## src/rtl/nco_hop_pkg.sv

```systemverilog
`timescale 1ns/1ps
package nco_hop_pkg;
  // mask bit positions on the request
  localparam int unsigned MASK_FREQ  = 0;
  localparam int unsigned MASK_PHASE = 1;

  typedef enum logic {
    SEQ_IDLE  = 1'b0,
    SEQ_WRITE = 1'b1
  } seq_state_e;

  function automatic int unsigned bits_for(input int unsigned n);
    return (n < 2) ? 1 : $clog2(n);
  endfunction

  function automatic int unsigned words_for(input int unsigned bits, input int unsigned word);
    return (bits + word - 1) / word;
  endfunction
endpackage

```

## src/rtl/hop_req_port.sv

```systemverilog
`timescale 1ns/1ps
module hop_req_port #(
  parameter int unsigned FREQ_W  = 48,
  parameter int unsigned PHASE_W = 18
) (
  input  logic               clk,
  input  logic               rst,
  input  logic               startup_done,
  input  logic               err_clr,
  input  logic               req_valid,
  input  logic [FREQ_W-1:0]  req_freq,
  input  logic [PHASE_W-1:0] req_phase,
  input  logic [1:0]         req_mask,
  input  logic               busy,
  output logic               req_ready,
  output logic               accept,
  output logic [FREQ_W-1:0]  lat_freq,
  output logic [PHASE_W-1:0] lat_phase,
  output logic [1:0]         lat_mask,
  output logic               err
);
  assign req_ready = startup_done && !busy;
  assign accept    = req_valid && req_ready;

  always_ff @(posedge clk) begin
    if (rst) begin
      lat_freq  <= '0;
      lat_phase <= '0;
      lat_mask  <= '0;
    end else if (accept) begin
      lat_freq  <= req_freq;
      lat_phase <= req_phase;
      lat_mask  <= req_mask;
    end
  end

  // sticky violation flag, set has priority over clear
  always_ff @(posedge clk) begin
    if (rst)                    err <= 1'b0;
    else if (req_valid && busy) err <= 1'b1;
    else if (err_clr)           err <= 1'b0;
  end
endmodule

```

## src/rtl/hop_write_seq.sv

```systemverilog
`timescale 1ns/1ps
module hop_write_seq
  import nco_hop_pkg::*;
#(
  parameter int unsigned FREQ_WORDS   = 3,
  parameter int unsigned PHASE_WORDS  = 2,
  parameter int unsigned WRITE_CYCLES = 5,
  parameter int unsigned IDX_W        = 3
) (
  input  logic             clk,
  input  logic             rst,
  input  logic             accept,
  input  logic [1:0]       mask,
  output logic             busy,
  output logic             wr_en,
  output logic             wr_last,
  output logic [IDX_W-1:0] wr_idx,
  output logic             commit
);
  localparam int unsigned TOTAL = FREQ_WORDS + PHASE_WORDS;
  localparam int unsigned CYC_W = bits_for(WRITE_CYCLES);

  seq_state_e       st_q;
  logic [CYC_W-1:0] cyc_q;
  logic [IDX_W-1:0] idx_q, last_q;
  logic [IDX_W-1:0] first_c, last_c;
  logic             slot_end;

  assign first_c  = mask[MASK_FREQ]  ? '0 : IDX_W'(FREQ_WORDS);
  assign last_c   = mask[MASK_PHASE] ? IDX_W'(TOTAL - 1) : IDX_W'(FREQ_WORDS - 1);
  assign slot_end = (st_q == SEQ_WRITE) && (cyc_q == CYC_W'(WRITE_CYCLES - 1));

  assign busy    = (st_q == SEQ_WRITE);
  assign wr_en   = slot_end;
  assign wr_last = slot_end && (idx_q == last_q);
  assign wr_idx  = idx_q;

  always_ff @(posedge clk) begin
    if (rst) begin
      st_q   <= SEQ_IDLE;
      cyc_q  <= '0;
      idx_q  <= '0;
      last_q <= '0;
      commit <= 1'b0;
    end else begin
      commit <= 1'b0;
      case (st_q)
        SEQ_IDLE: begin
          if (accept && (|mask)) begin
            st_q   <= SEQ_WRITE;
            cyc_q  <= '0;
            idx_q  <= first_c;
            last_q <= last_c;
          end
        end
        SEQ_WRITE: begin
          if (slot_end) begin
            cyc_q <= '0;
            if (idx_q == last_q) begin
              st_q   <= SEQ_IDLE;
              commit <= 1'b1;
            end else begin
              idx_q <= idx_q + 1'b1;
            end
          end else begin
            cyc_q <= cyc_q + 1'b1;
          end
        end
      endcase
    end
  end
endmodule

```

## src/rtl/hop_shadow_regs.sv

```systemverilog
`timescale 1ns/1ps
module hop_shadow_regs
  import nco_hop_pkg::*;
#(
  parameter int unsigned FREQ_W      = 48,
  parameter int unsigned PHASE_W     = 18,
  parameter int unsigned WORD_W      = 16,
  parameter int unsigned FREQ_WORDS  = 3,
  parameter int unsigned PHASE_WORDS = 2,
  parameter int unsigned IDX_W       = 3
) (
  input  logic               clk,
  input  logic               rst,
  input  logic [FREQ_W-1:0]  lat_freq,
  input  logic [PHASE_W-1:0] lat_phase,
  input  logic [1:0]         lat_mask,
  input  logic               wr_en,
  input  logic               wr_last,
  input  logic [IDX_W-1:0]   wr_idx,
  output logic [FREQ_W-1:0]  act_freq,
  output logic [PHASE_W-1:0] act_phase
);
  localparam int unsigned TOTAL  = FREQ_WORDS + PHASE_WORDS;
  localparam int unsigned FPAD_W = FREQ_WORDS * WORD_W;
  localparam int unsigned PPAD_W = PHASE_WORDS * WORD_W;

  logic [FPAD_W-1:0]       f_ext;
  logic [PPAD_W-1:0]       p_ext;
  logic [WORD_W-1:0]       src_w [TOTAL];
  logic [WORD_W-1:0]       sh_q  [TOTAL];
  logic [WORD_W-1:0]       sh_n  [TOTAL];
  logic [TOTAL*WORD_W-1:0] sh_flat;

  assign f_ext = FPAD_W'(lat_freq);
  assign p_ext = PPAD_W'(lat_phase);

  // source words: frequency low word first, then phase low word first
  for (genvar i = 0; i < FREQ_WORDS; i++) begin : g_fsrc
    assign src_w[i] = f_ext[i*WORD_W +: WORD_W];
  end
  for (genvar j = 0; j < PHASE_WORDS; j++) begin : g_psrc
    assign src_w[FREQ_WORDS+j] = p_ext[j*WORD_W +: WORD_W];
  end

  // next shadow contents including the write that lands this cycle
  for (genvar k = 0; k < TOTAL; k++) begin : g_shadow
    assign sh_n[k] = (wr_en && (wr_idx == IDX_W'(k))) ? src_w[k] : sh_q[k];
    assign sh_flat[k*WORD_W +: WORD_W] = sh_n[k];
  end

  if (FPAD_W > FREQ_W) begin : g_fpad
    logic unused_fpad;
    assign unused_fpad = ^sh_flat[FPAD_W-1:FREQ_W];
  end
  if (PPAD_W > PHASE_W) begin : g_ppad
    logic unused_ppad;
    assign unused_ppad = ^sh_flat[TOTAL*WORD_W-1:FPAD_W+PHASE_W];
  end

  always_ff @(posedge clk) begin
    for (int i = 0; i < TOTAL; i++) begin
      if (rst) sh_q[i] <= '0;
      else     sh_q[i] <= sh_n[i];
    end
  end

  // atomic switch-over on the final write of the update
  always_ff @(posedge clk) begin
    if (rst) begin
      act_freq  <= '0;
      act_phase <= '0;
    end else if (wr_last) begin
      if (lat_mask[MASK_FREQ])  act_freq  <= sh_flat[FREQ_W-1:0];
      if (lat_mask[MASK_PHASE]) act_phase <= sh_flat[FPAD_W +: PHASE_W];
    end
  end
endmodule

```

## src/rtl/nco_phase_acc.sv

```systemverilog
`timescale 1ns/1ps
module nco_phase_acc #(
  parameter int unsigned FREQ_W  = 48,
  parameter int unsigned PHASE_W = 18,
  parameter int unsigned OUT_W   = 16
) (
  input  logic               clk,
  input  logic               rst,
  input  logic [FREQ_W-1:0]  freq,
  input  logic [PHASE_W-1:0] phase,
  output logic [OUT_W-1:0]   phase_out
);
  localparam int unsigned SHIFT = FREQ_W - PHASE_W;

  logic [FREQ_W-1:0] acc_q;
  logic [FREQ_W-1:0] sum;

  always_ff @(posedge clk) begin
    if (rst) acc_q <= '0;
    else     acc_q <= acc_q + freq;
  end

  assign sum       = acc_q + (FREQ_W'(phase) << SHIFT);
  assign phase_out = sum[FREQ_W-1 -: OUT_W];
endmodule

```

## src/rtl/nco_hop_ctrl.sv

```systemverilog
`timescale 1ns/1ps
module nco_hop_ctrl
  import nco_hop_pkg::*;
#(
  parameter int unsigned FREQ_W       = 48,
  parameter int unsigned PHASE_W      = 18,
  parameter int unsigned WORD_W       = 16,
  parameter int unsigned WRITE_CYCLES = 5,
  parameter int unsigned OUT_W        = 16
) (
  input  logic               clk,
  input  logic               rst,
  input  logic               startup_done,
  input  logic               err_clr,
  input  logic               req_valid,
  output logic               req_ready,
  input  logic [FREQ_W-1:0]  req_freq,
  input  logic [PHASE_W-1:0] req_phase,
  input  logic [1:0]         req_mask,
  output logic               busy,
  output logic               commit,
  output logic               err,
  output logic [OUT_W-1:0]   phase_out
);
  localparam int unsigned FREQ_WORDS  = words_for(FREQ_W, WORD_W);
  localparam int unsigned PHASE_WORDS = words_for(PHASE_W, WORD_W);
  localparam int unsigned IDX_W       = bits_for(FREQ_WORDS + PHASE_WORDS);

  logic               accept;
  logic [FREQ_W-1:0]  lat_freq;
  logic [PHASE_W-1:0] lat_phase;
  logic [1:0]         lat_mask;
  logic               wr_en, wr_last;
  logic [IDX_W-1:0]   wr_idx;
  logic [FREQ_W-1:0]  act_freq;
  logic [PHASE_W-1:0] act_phase;

  hop_req_port #(.FREQ_W(FREQ_W), .PHASE_W(PHASE_W)) u_req (
    .clk(clk), .rst(rst), .startup_done(startup_done), .err_clr(err_clr),
    .req_valid(req_valid), .req_freq(req_freq), .req_phase(req_phase),
    .req_mask(req_mask), .busy(busy), .req_ready(req_ready), .accept(accept),
    .lat_freq(lat_freq), .lat_phase(lat_phase), .lat_mask(lat_mask), .err(err)
  );

  hop_write_seq #(
    .FREQ_WORDS(FREQ_WORDS), .PHASE_WORDS(PHASE_WORDS),
    .WRITE_CYCLES(WRITE_CYCLES), .IDX_W(IDX_W)
  ) u_seq (
    .clk(clk), .rst(rst), .accept(accept), .mask(req_mask), .busy(busy),
    .wr_en(wr_en), .wr_last(wr_last), .wr_idx(wr_idx), .commit(commit)
  );

  hop_shadow_regs #(
    .FREQ_W(FREQ_W), .PHASE_W(PHASE_W), .WORD_W(WORD_W),
    .FREQ_WORDS(FREQ_WORDS), .PHASE_WORDS(PHASE_WORDS), .IDX_W(IDX_W)
  ) u_regs (
    .clk(clk), .rst(rst), .lat_freq(lat_freq), .lat_phase(lat_phase),
    .lat_mask(lat_mask), .wr_en(wr_en), .wr_last(wr_last), .wr_idx(wr_idx),
    .act_freq(act_freq), .act_phase(act_phase)
  );

  nco_phase_acc #(.FREQ_W(FREQ_W), .PHASE_W(PHASE_W), .OUT_W(OUT_W)) u_nco (
    .clk(clk), .rst(rst), .freq(act_freq), .phase(act_phase), .phase_out(phase_out)
  );
endmodule

```

## config.mk

```make
export PLATFORM = sky130hd
export DESIGN_NAME = nco_hop_ctrl
export DESIGN_NICKNAME = d
export VERILOG_FILES = /design/src/rtl/nco_hop_pkg.sv /design/src/rtl/hop_req_port.sv /design/src/rtl/hop_write_seq.sv /design/src/rtl/hop_shadow_regs.sv /design/src/rtl/nco_phase_acc.sv /design/src/rtl/nco_hop_ctrl.sv
export SDC_FILE = /design/constraint.sdc
export NUM_CORES = 1
export LEC_CHECK = 0
export BUFFER_PORTS_ARGS = -buffer_cell sky130_fd_sc_hd__clkbuf_2
export CORE_MARGIN = 3
export CORE_UTILIZATION = 35
export CTS_BUF_LIST = sky130_fd_sc_hd__clkbuf_4 sky130_fd_sc_hd__clkbuf_8
export DETAILED_ROUTE_END_ITERATION = 12
export GPL_TIMING_DRIVEN = 1
export PLACE_DENSITY_LB_ADDON = 0.12
export RECOVER_POWER = 25
export SETUP_SLACK_MARGIN = 0.4
export SLEW_MARGIN = 20
export SYNTH_ARGS = -nofsm -noshare
export SYNTH_HDL_FRONTEND = slang
export SYNTH_SLANG_ARGS = --single-unit
```

## constraint.sdc

```tcl
create_clock -name clk -period 3.2 [get_ports clk]
set_clock_uncertainty 0.05 [all_clocks]
set_input_delay 0 -clock clk [delete_from_list [all_inputs] [get_ports clk]]
set_output_delay 0 -clock clk [all_outputs]
set_load 0.005 [all_outputs]
```

==> results of run 1 <==
critical path: cells and delay by family (launching register included):
kind / cells / cell delay, ns
AO/OA/AOI/OAI: 8 / 1.87
adder cells (fa/ha/maj): 1 / 0.35
flip-flops: 1 / 0.31
multiplexers: 1 / 0.31
sequential cells by signal, indices dropped and copies added, names as in the netlist, 3 cells and up:
register	flops
u_nco.acc_q	48
u_regs.sh_q	66
u_req.lat_phase	18
u_req.lat_freq	48
u_regs.act_phase	18
u_seq.wr_idx	3
u_regs.act_freq	48
u_seq.cyc_q	3
area by class of cell:
type | instances | area (um2)
multi-input combinational | 1020 | 6560
timing repair buffer | 204 | 1520
tap | 442 | 553
sequential | 259 | 5190
clock buffer | 64 | 812
fill | 3392 | 18000
inverter | 24 | 90.1
clock inverter | 9 | 130
logic make-up (layout without fill, tap and decap cells):
family | after synthesis | after routing | synth area share (%)
simple gates | 498 | 498 | 17.9
compound gates | 326 | 326 | 17.3
mux | 70 | 70 | 5.97
buf+inv | 101 | 301 | 3.30
fa+ha+maj | 71 | 71 | 7.58
xor+xnor | 55 | 55 | 4.08
flops | 259 | 259 | 43.9
cell usage in the layout, fill, tap and decap left out, drive strengths merged, types with 9 or more instances in the layout:
cell and instances:
o21ai 29, ha 70, a21oi 141, nor3 16, xnor2 34, clkbuf 158, nor2b 17, a21o 31
nand2 180, xor2 21, buf 38, and3 14, mux2i 66, dlygate4sd3 72, nand3 19, a31oi 13
inv 26, o21bai 9, dfxtp 259, nor2 213, a211oi 71
routing by layer:
layer | up-vias | share of wire [%] | global-route usage (%)
li1 | 5155 | - | -
met2 | 162 | 45 | 27.5
met4 | 0 | 1.9 | 3.95
met1 | 4615 | 50 | 23.6
met5 | - | 0 | 0
met3 | 53 | 3.9 | 2.93
power groups by stage:
stage	registers [mW]	logic (mW)	clock network, mW
finish	3.30	0.326	3.20
global route	3.31	0.367	3.45
CTS	3.30	0.329	3.32
detailed placement	3.37	0.260	0
global placement	3.37	0.258	0
floorplan	3.36	0.155	0
worst paths after layout:
path | cells past startpoint | to | from | slack, ns
setup / recovery | 10 | u_nco.acc_q[42] | u_regs.act_freq[19] | 0.17
hold / removal | 2 | u_regs.sh_q[3][3] | rst | 0.01
setup reg to reg | 10 | u_nco.acc_q[42] | u_regs.act_freq[19] | 0.17
hold reg to reg | 2 | u_req.lat_mask[0] | u_req.lat_mask[0] | 0.40
stage by stage:
stage | util [%] | hold slack (ns) | instances | area, um2
floorplan | - | 0.0820 | 1380 | 11800
global placement | 38.9 | 0.174 | 1863 | 12800
detailed placement | 38.9 | 0.180 | 1863 | 12800
CTS | 44.6 | 0.00121 | 2016 | 14700
global route | 45.2 | 0.0433 | 2022 | 14900
finish | 45.2 | 0.0104 | 2022 | 14900
timing repair:
item	CTS	global route
setup buffers	8	6
gates resized for setup	27	37
hold endpoints to repair	79	0
hold buffers	72	0
endpoints found under the setup margin	18	26
pin swaps	24	24
gates cloned	0	0
==> impl_metrics.yaml, run 1 <==
run_status:
  status: "completed"
cts:
  numCtsBuffers: 45
  clockBufferDepth: 3
  cts.sink_count: 259
  clk_latency_ns: 0.56
  clk_pin_slew_ns: 0.06
  cts_max_level: 2
  cts_tree: "done"
  cts-root-buf: "clkbuf_8"
critical_path:
  cp-start-kind: "register"
  crit_required_ns: 3.58
  worstSetupPathType: "register to register"
  critPathMaxFanout: 5
  crit_slowest_cell: "a311o_1"
  cp_common_cell: "a21o_1"
  cp.arrival_ns: 3.41
  max_stage_delay_ns: 0.36
  crit_path_end_kind: "register"
  crit_chain: "ha_1 > a21o_1 > a21o_1 > a221o_1 > a31o_1 > a31o_1 > a311o_1 > a21o_1 > a21oi_2 > mux2_4"
sta:
  fmax_mhz: 330
  worst_pin_slew_ns: 1.39
  slew_headroom_pct: 7.13
  post-route-min-period_ns: 3.03
  period_share_pct: 94.6
  setup_viol: 0
  rsz0062_at_grt: "true"
  final_max_slew_viol_count: 0
  setup_slack_ns: 0.174
  final_hold_viol_count: 0
  tns_ns: 0
floorplanning:
  core_area_um2: 32900
  ios: 93
  die_height_um: 190
  die_x_um: 190
  start_util_pct: 36.0
  die_area_um2: 36000
  rows: 66
pwr:
  p_sw_mw: 1.54
  vdd_drop_max_uv: 265
  share_seq_of_total_power_pct: 48.4
  clkPwrFrac_pct: 46.8
  p_int_mw: 5.29
  power_mw: 6.83
  power_frac_comb_pct: 4.8
  powerDensity_nw_per_um2: 459
  leakagePower_nw: 6.52
  switching_share_pct: 22.5
global_routing:
  grt_pass1_wl_mm: 50.3
  grt_overflow: 0
  grt_max_degree: 104
  gr-usage-all-layers_pct: 16.9
  first_global_vias: 9870
  grt_antenna_before_repair: 0
layout:
  syn_to_final_growth_pct: 25.7
  nets: 1698
  drive_gt1_share_pct: 16.6
  n_antenna_cell: 0
synthesis:
  synthTopCellsByArea: "dfxtp_1, ha_1, nor2_1"
  synth-async-reset-ratio_pct: 0
  netlist_area_um2: 11800
  ys_seq_area_share_pct: 43.9
  synth_enable_flop_cells: 0
  synth-seq-cells: 259
  syn-instance-count: 1380
  yosys.cell_count.top_type: "dfxtp_1"
  yosysWarnings: 0
  ys_types: 57
  avgSynthCellArea_um2: 8.56
  ys.flop_type: "dfxtp_1"
  synth_common_cells: "dfxtp_1, nor2_1, nand2_1"
  yosysTopAreaCellShare_pct: 43.9
  synth_area_leader_cell: "dfxtp_1"
  syn_nets: 1524
drt:
  ant_nets: 0
  firstDrtPassIters: 4
  wl_mm: 30.7
  drtIter0Drc: 511
  wl_per_cell_um: 15.2
  routed_via_density: 4.94
  vias: 9985
  drc: 0
min_path:
  hold_class: "input port to register"
placement:
  gp_congestion: 0.865
  hpwl_mm: 21.1
  dp_slack_ns: 0.0655
  io_buffers: 92
flow_run:
  drv_cap: 0
Note: power is estimated with default switching activity, not from simulation.
==> run 2, diff against run 1 <==
--- a/config.mk
+++ b/config.mk
@@ -8,7 +8,6 @@
 export BUFFER_PORTS_ARGS = -buffer_cell sky130_fd_sc_hd__clkbuf_2
 export CORE_MARGIN = 3
 export CORE_UTILIZATION = 35
-export CTS_BUF_LIST = sky130_fd_sc_hd__clkbuf_4 sky130_fd_sc_hd__clkbuf_8
 export DETAILED_ROUTE_END_ITERATION = 12
 export GPL_TIMING_DRIVEN = 1
 export PLACE_DENSITY_LB_ADDON = 0.12
==> run 2 against run 1 <==
Effect of this change: sequential power about the same; sequential share of layout area fell by 0.23 points; largest cell class unchanged; final area up 0.63%; flip-flop and latch count did not move; critical endpoint unchanged; largest power group is now clock; count of clock-buffer cells in the layout down 32; clock power rose by 15%; die area did not move; via count down 1.7%; setup slack gained 0.0014 ns; first-iteration DRC count increased by 8.4%; cell count is 1.1% lower.
==> impl_metrics.yaml, run 2 (synthesis gave the netlist of run 1 again) <==
sta:
  final_hold_viol_count: 0
  period_share_pct: 94.5
  worst_pin_slew_ns: 1.38
  slew_headroom_pct: 7.71
  final_max_slew_viol_count: 0
  tns_ns: 0
  setup_slack_ns: 0.175
  fmax_mhz: 331
  holdWs_ns: 0.0188
  setup_viol: 0
  post-route-min-period_ns: 3.02
  rsz0062_at_grt: "true"
global_routing:
  grt_pass1_wl_mm: 49.8
  grt_antenna_before_repair: 0
  busiest_layer: "met2"
  use_met2_pct: 27.1
  grtUsageMet1_pct: 24.0
  grt_overflow: 0
  grtUsageMet3_pct: 1.99
  first_global_vias: 9662
  grt_max_degree: 108
  gr-usage-all-layers_pct: 16.7
layout:
  final_util_pct: 45.5
  syn_to_final_growth_pct: 26.5
  nets: 1680
  regMostFlops: "u_regs.sh_q"
  largest_reg_flops: 66
  layout_commonest_cell: "dfxtp_1"
  fillCellCount: 3377
  fin_cells: 2000
  drive_gt1_share_pct: 15.7
  final_cell_mix: "dfxtp_1, nor2_1, nand2_1, a21oi_1, clkbuf_2"
  multi_input_area_um2: 6560
  n_antenna_cell: 0
  seqCellArea_um2: 5190
drt:
  vias: 9816
  wl_mm: 30.4
  drtIter0Drc: 554
  ant_nets: 0
  firstDrtPassIters: 4
  wl_per_cell_um: 15.2
  drc: 0
  routed_via_density: 4.91
critical_path:
  crit_path_end_kind: "register"
  r2r_cells: 11
  critPathMaxFanout: 4
  cp-start-kind: "register"
  crit_slowest_cell: "a311o_1"
  crit_chain: "ha_4 > fa_2 > a211oi_2 > o21bai_1 > o2bb2ai_2 > o21a_2 > a31o_1 > a311o_1 > a21o_1 > a21oi_2 > mux2_4"
  crit_required_ns: 3.58
  worstSetupPathType: "register to register"
  cp.arrival_ns: 3.41
  max_stage_delay_ns: 0.38
cts:
  clockBufferDepth: 3
  numCtsBuffers: 29
  clk_latency_ns: 0.54
  cts.sink_count: 259
  cts_max_level: 1
  cts-root-buf: "clkbuf_16"
  cts_tree: "done"
  clk_pin_slew_ns: 0.07
pwr:
  powerDensity_nw_per_um2: 489
  leakagePower_nw: 6.53
  vdd_drop_max_uv: 342
floorplanning:
  die_x_um: 190
  die_height_um: 190
  rows: 66
  core_area_um2: 32900
  ios: 93
  die_area_um2: 36000
  start_util_pct: 36.0
placement:
  placed_cells: 1863
  io_buffers: 92
  dp_slack_ns: 0.0655
  hpwl_mm: 21.1
  gp_congestion: 0.865
flow_run:
  drv_cap: 0
min_path:
  min_path_cells: 2
  hold_class: "input port to register"
run_status:
  status: "completed"
## run 2: changes by cell type in the layout (fill, tap and decap cells not counted), moves of 2 or more
cell and change:
clkbuf_8 -50, clkbuf_16 +29, clkbuf_4 -12, dfxtp_2 +2, dlygate4sd3_1 -2, bufinv_16 +4
clkinv_2 +5, clkinvlp_4 +2
## run 2: worst paths after layout
path                             end                from  slack [ns]
setup reg to reg     u_nco.acc_q[42]      u_nco.acc_q[0]        0.18
hold / removal     u_regs.sh_q[3][6]                 rst        0.02
setup / recovery     u_nco.acc_q[42]      u_nco.acc_q[0]        0.18
hold reg to reg   u_req.lat_phase[3]  u_req.lat_phase[3]        0.40
## run 2: cell type report
cell class                 instances  share of cell area (%)
multi-input combinational       1020                    43.9
sequential                       259                    34.7
timing repair buffer             202                    9.98
clock buffer                      32                    5.13
tap                              442                    3.70
clock inverter                    21                    1.98
inverter                          24                   0.602
## run 2: per-layer routing
layer	vias to the layer above	part of all wire (%)
met5	-	0
met3	38	2.6
met1	4558	51
met4	0	1.8
met2	109	44
li1	5111	-
## run 2: where the power goes
part / total (mW) / switching (mW) / internal [mW]
Clock: 3.68 / 1.39 / 2.29
Sequential: 3.30 / 0.0279 / 3.27
Combinational: 0.324 / 0.177 / 0.147
## run 2: critical path, delay by kind of cell, from the launching register on
| family | cells | cell delay, ns |
|---|---|---|
| compound gates | 8 | 1.74 |
| fa+ha+maj | 2 | 0.50 |
| flops | 1 | 0.32 |
| mux | 1 | 0.31 |
## run 2: what timing repair did
action,4_1_cts,5_1_grt
endpoints found under the hold margin,75,0
hold buffers,70,0
endpoints found under the setup margin,17,24
buffers inserted,8,6
pin swaps,27,24
gates resized for setup,29,35
## run 2: metrics by stage
| step | power (mW) | instance area (um2) |
|---|---|---|
| 6_report | 7.31 | 15000 |
| 5_1_grt | 7.58 | 15000 |
| 4_1_cts | 7.42 | 14800 |
| 3_5_place_dp | 3.63 | 12800 |
| 3_3_place_gp | 3.63 | 12800 |
| 2_1_floorplan | 3.52 | 11800 |
==> run 3, diff against run 2 <==
--- a/config.mk
+++ b/config.mk
@@ -6,6 +6,7 @@
 export NUM_CORES = 1
 export LEC_CHECK = 0
 export BUFFER_PORTS_ARGS = -buffer_cell sky130_fd_sc_hd__clkbuf_2
+export CORE_ASPECT_RATIO = 2
 export CORE_MARGIN = 3
 export CORE_UTILIZATION = 35
 export DETAILED_ROUTE_END_ITERATION = 12
==> run 3 against run 2 <==
Effect of this change: the flow now finishes with violations (max-capacitance violations, max-slew violations); worst hold slack improved by 0.10 ns; via count up 2.3%; sequential share of layout area is essentially flat; final area is 0.11% higher; maximum frequency rose by 0.43%; power down 1.8%; first-iteration DRC count shrank 40%; critical path depth stayed put; register-to-register slack is essentially flat; critical path type unchanged; critical endpoint unchanged; largest power group unchanged.
==> impl_metrics.yaml, run 3 (synthesis gave the netlist of run 1 again) <==
critical_path:
  worstReg2RegStart: "u_regs.act_freq[0]"
  worstSetupPathType: "register to register"
  crit_chain: "ha_4 > fa_2 > a211oi_2 > o21bai_1 > o2bb2ai_2 > o21a_2 > a31o_1 > a311o_1 > a21o_1 > a21oi_2 > mux2_4"
  crit_path_end_kind: "register"
  r2r_cells: 11
  path_buf_inv: 0
  cp-start-kind: "register"
  r2r-end: "u_nco.acc_q[42]"
  crit_required_ns: 3.60
  ff2ff_setup_slack_ns: 0.19
  cp_num_cells: 11
  crit_slowest_cell: "a311o_1"
  max_stage_delay_ns: 0.38
  critPathMaxFanout: 4
  cp.arrival_ns: 3.41
  critPathTopFamily: "compound AO/OA/AOI/OAI gates"
floorplanning:
  die_x_um: 136
  start_util_pct: 35.8
  core_area_um2: 33000
  rows: 94
  die_area_um2: 36100
  ios: 93
  die_height_um: 266
cts:
  cts-root-buf: "clkbuf_16"
  cts_tree: "done"
  cts_max_level: 1
  numCtsBuffers: 26
  cts.sink_count: 259
  clk_pin_slew_ns: 0.07
  clockBufferDepth: 3
  clk_latency_ns: 0.56
sta:
  slew_headroom_pct: -1.25
  tns_ns: 0
  post-route-min-period_ns: 3.01
  worst_pin_slew_ns: 1.52
  setup_viol: 0
  final_hold_viol_count: 0
  period_share_pct: 94.1
  fmax_mhz: 332
  final_max_slew_viol_count: 69
  rsz0062_at_grt: "true"
pwr:
  leakagePower_nw: 6.53
  powerDensity_nw_per_um2: 479
  power_mw: 7.17
  vdd_drop_max_uv: 383
drt:
  drc: 0
  firstDrtPassIters: 7
  wl_mm: 32.7
  routed_via_density: 5.04
  vias: 10000
  wl_per_cell_um: 16.4
  drtIter0Drc: 332
  ant_nets: 0
min_path:
  min_path_cells: 5
  hold_class: "input port to register"
  hp-start: "req_valid"
  hold_path_end: "u_req.lat_freq[0]"
global_routing:
  grt_pass1_wl_mm: 52.4
  gr-usage-all-layers_pct: 18.2
  grt_overflow: 0
  grt_antenna_before_repair: 0
  grt_max_degree: 130
  first_global_vias: 10300
layout:
  largest_reg_flops: 66
  drive_gt1_share_pct: 16.2
  regMostFlops: "u_regs.sh_q"
  multi_input_area_um2: 6590
  final_util_pct: 45.3
  fillCellCount: 3267
  stdcell_area_um2: 15000
  n_antenna_cell: 0
  syn_to_final_growth_pct: 26.7
  layout_commonest_cell: "dfxtp_1"
  nets: 1685
  seqCellArea_um2: 5190
  final_cell_mix: "dfxtp_1, nor2_1, nand2_1, a21oi_1, clkbuf_2"
placement:
  io_buffers: 92
  hpwl_mm: 23.5
  gp_congestion: 0.906
  place_area_um2: 12800
flow_run:
  drv_cap: 1
run_status:
  violations: "max-capacitance violations, max-slew violations"
  status: "complete, but fails checks"
## run 3: cell count changes in the layout (fill, tap and decap cells not counted), sizes merged
| cell | previous run | this run |
|---|---|---|
| buf | 38 | 47 |
| clkbuf | 126 | 124 |
| clkinvlp | 2 | 1 |
| inv | 26 | 25 |
| dlygate4sd3 | 70 | 71 |
| clkinv | 10 | 6 |
## run 3: layout make-up
| cell class | instances | share of cell area [%] |
|---|---|---|
| clock buffers | 32 | 4.76 |
| clock inverters | 15 | 1.97 |
| inverters | 24 | 0.602 |
| well taps | 432 | 3.61 |
| multi-input cells | 1020 | 44.0 |
| repair buffers | 210 | 10.3 |
| flip-flops and latches | 259 | 34.7 |
## run 3: worst max path at each step
stage | start | end | slack (ns)
global route | u_regs.act_freq[0] | u_nco.acc_q[42] | 0.05
detailed placement | u_regs.act_freq[0] | u_nco.acc_q[42] | 0.05
finish | u_regs.act_freq[0] | u_nco.acc_q[42] | 0.19
floorplan | u_regs.act_freq[0] | u_nco.acc_q[38] | 0.24
global placement | u_regs.act_freq[0] | u_nco.acc_q[40] | 0.07
CTS | u_regs.act_freq[0] | u_nco.acc_q[42] | 0.13
## run 3: routing by layer
layer  share of wire, %  global-route usage (%)  wire [um]
met1                 36                    17.7      11800
met2                 56                    36.1      18200
met3                2.4                    1.72        796
met4                6.1                    10.3       1990
met5                  0                       0          0
## run 3: power by group
part,switching (mW),internal (mW)
Sequential,0.0286,3.27
Combinational,0.177,0.147
Clock,1.38,2.17
## run 3: worst min-delay path, delay by kind of cell
| family | cells | cell delay, ns |
|---|---|---|
| simple gates | 2 | 0.30 |
| compound gates | 1 | 0.05 |
| buf+inv | 2 | 0.34 |
## run 3: repair_timing
item,CTS,global route
gates resized for setup,28,41
cloned,0,0
pin swaps,16,18
setup endpoints to repair,19,27
hold buffers,72,0
endpoints found under the hold margin,114,0
setup buffers,11,8
## run 3: metrics by stage
stage          hold slack, ns  setup WS [ns]  std cells
6_report                0.122          0.188       1992
3_3_place_gp            0.174         0.0673       1854
3_5_place_dp            0.178         0.0505       1854
2_1_floorplan          0.0820          0.242       1380
4_1_cts                0.0527          0.132       1984
5_1_grt                 0.159         0.0474       1992
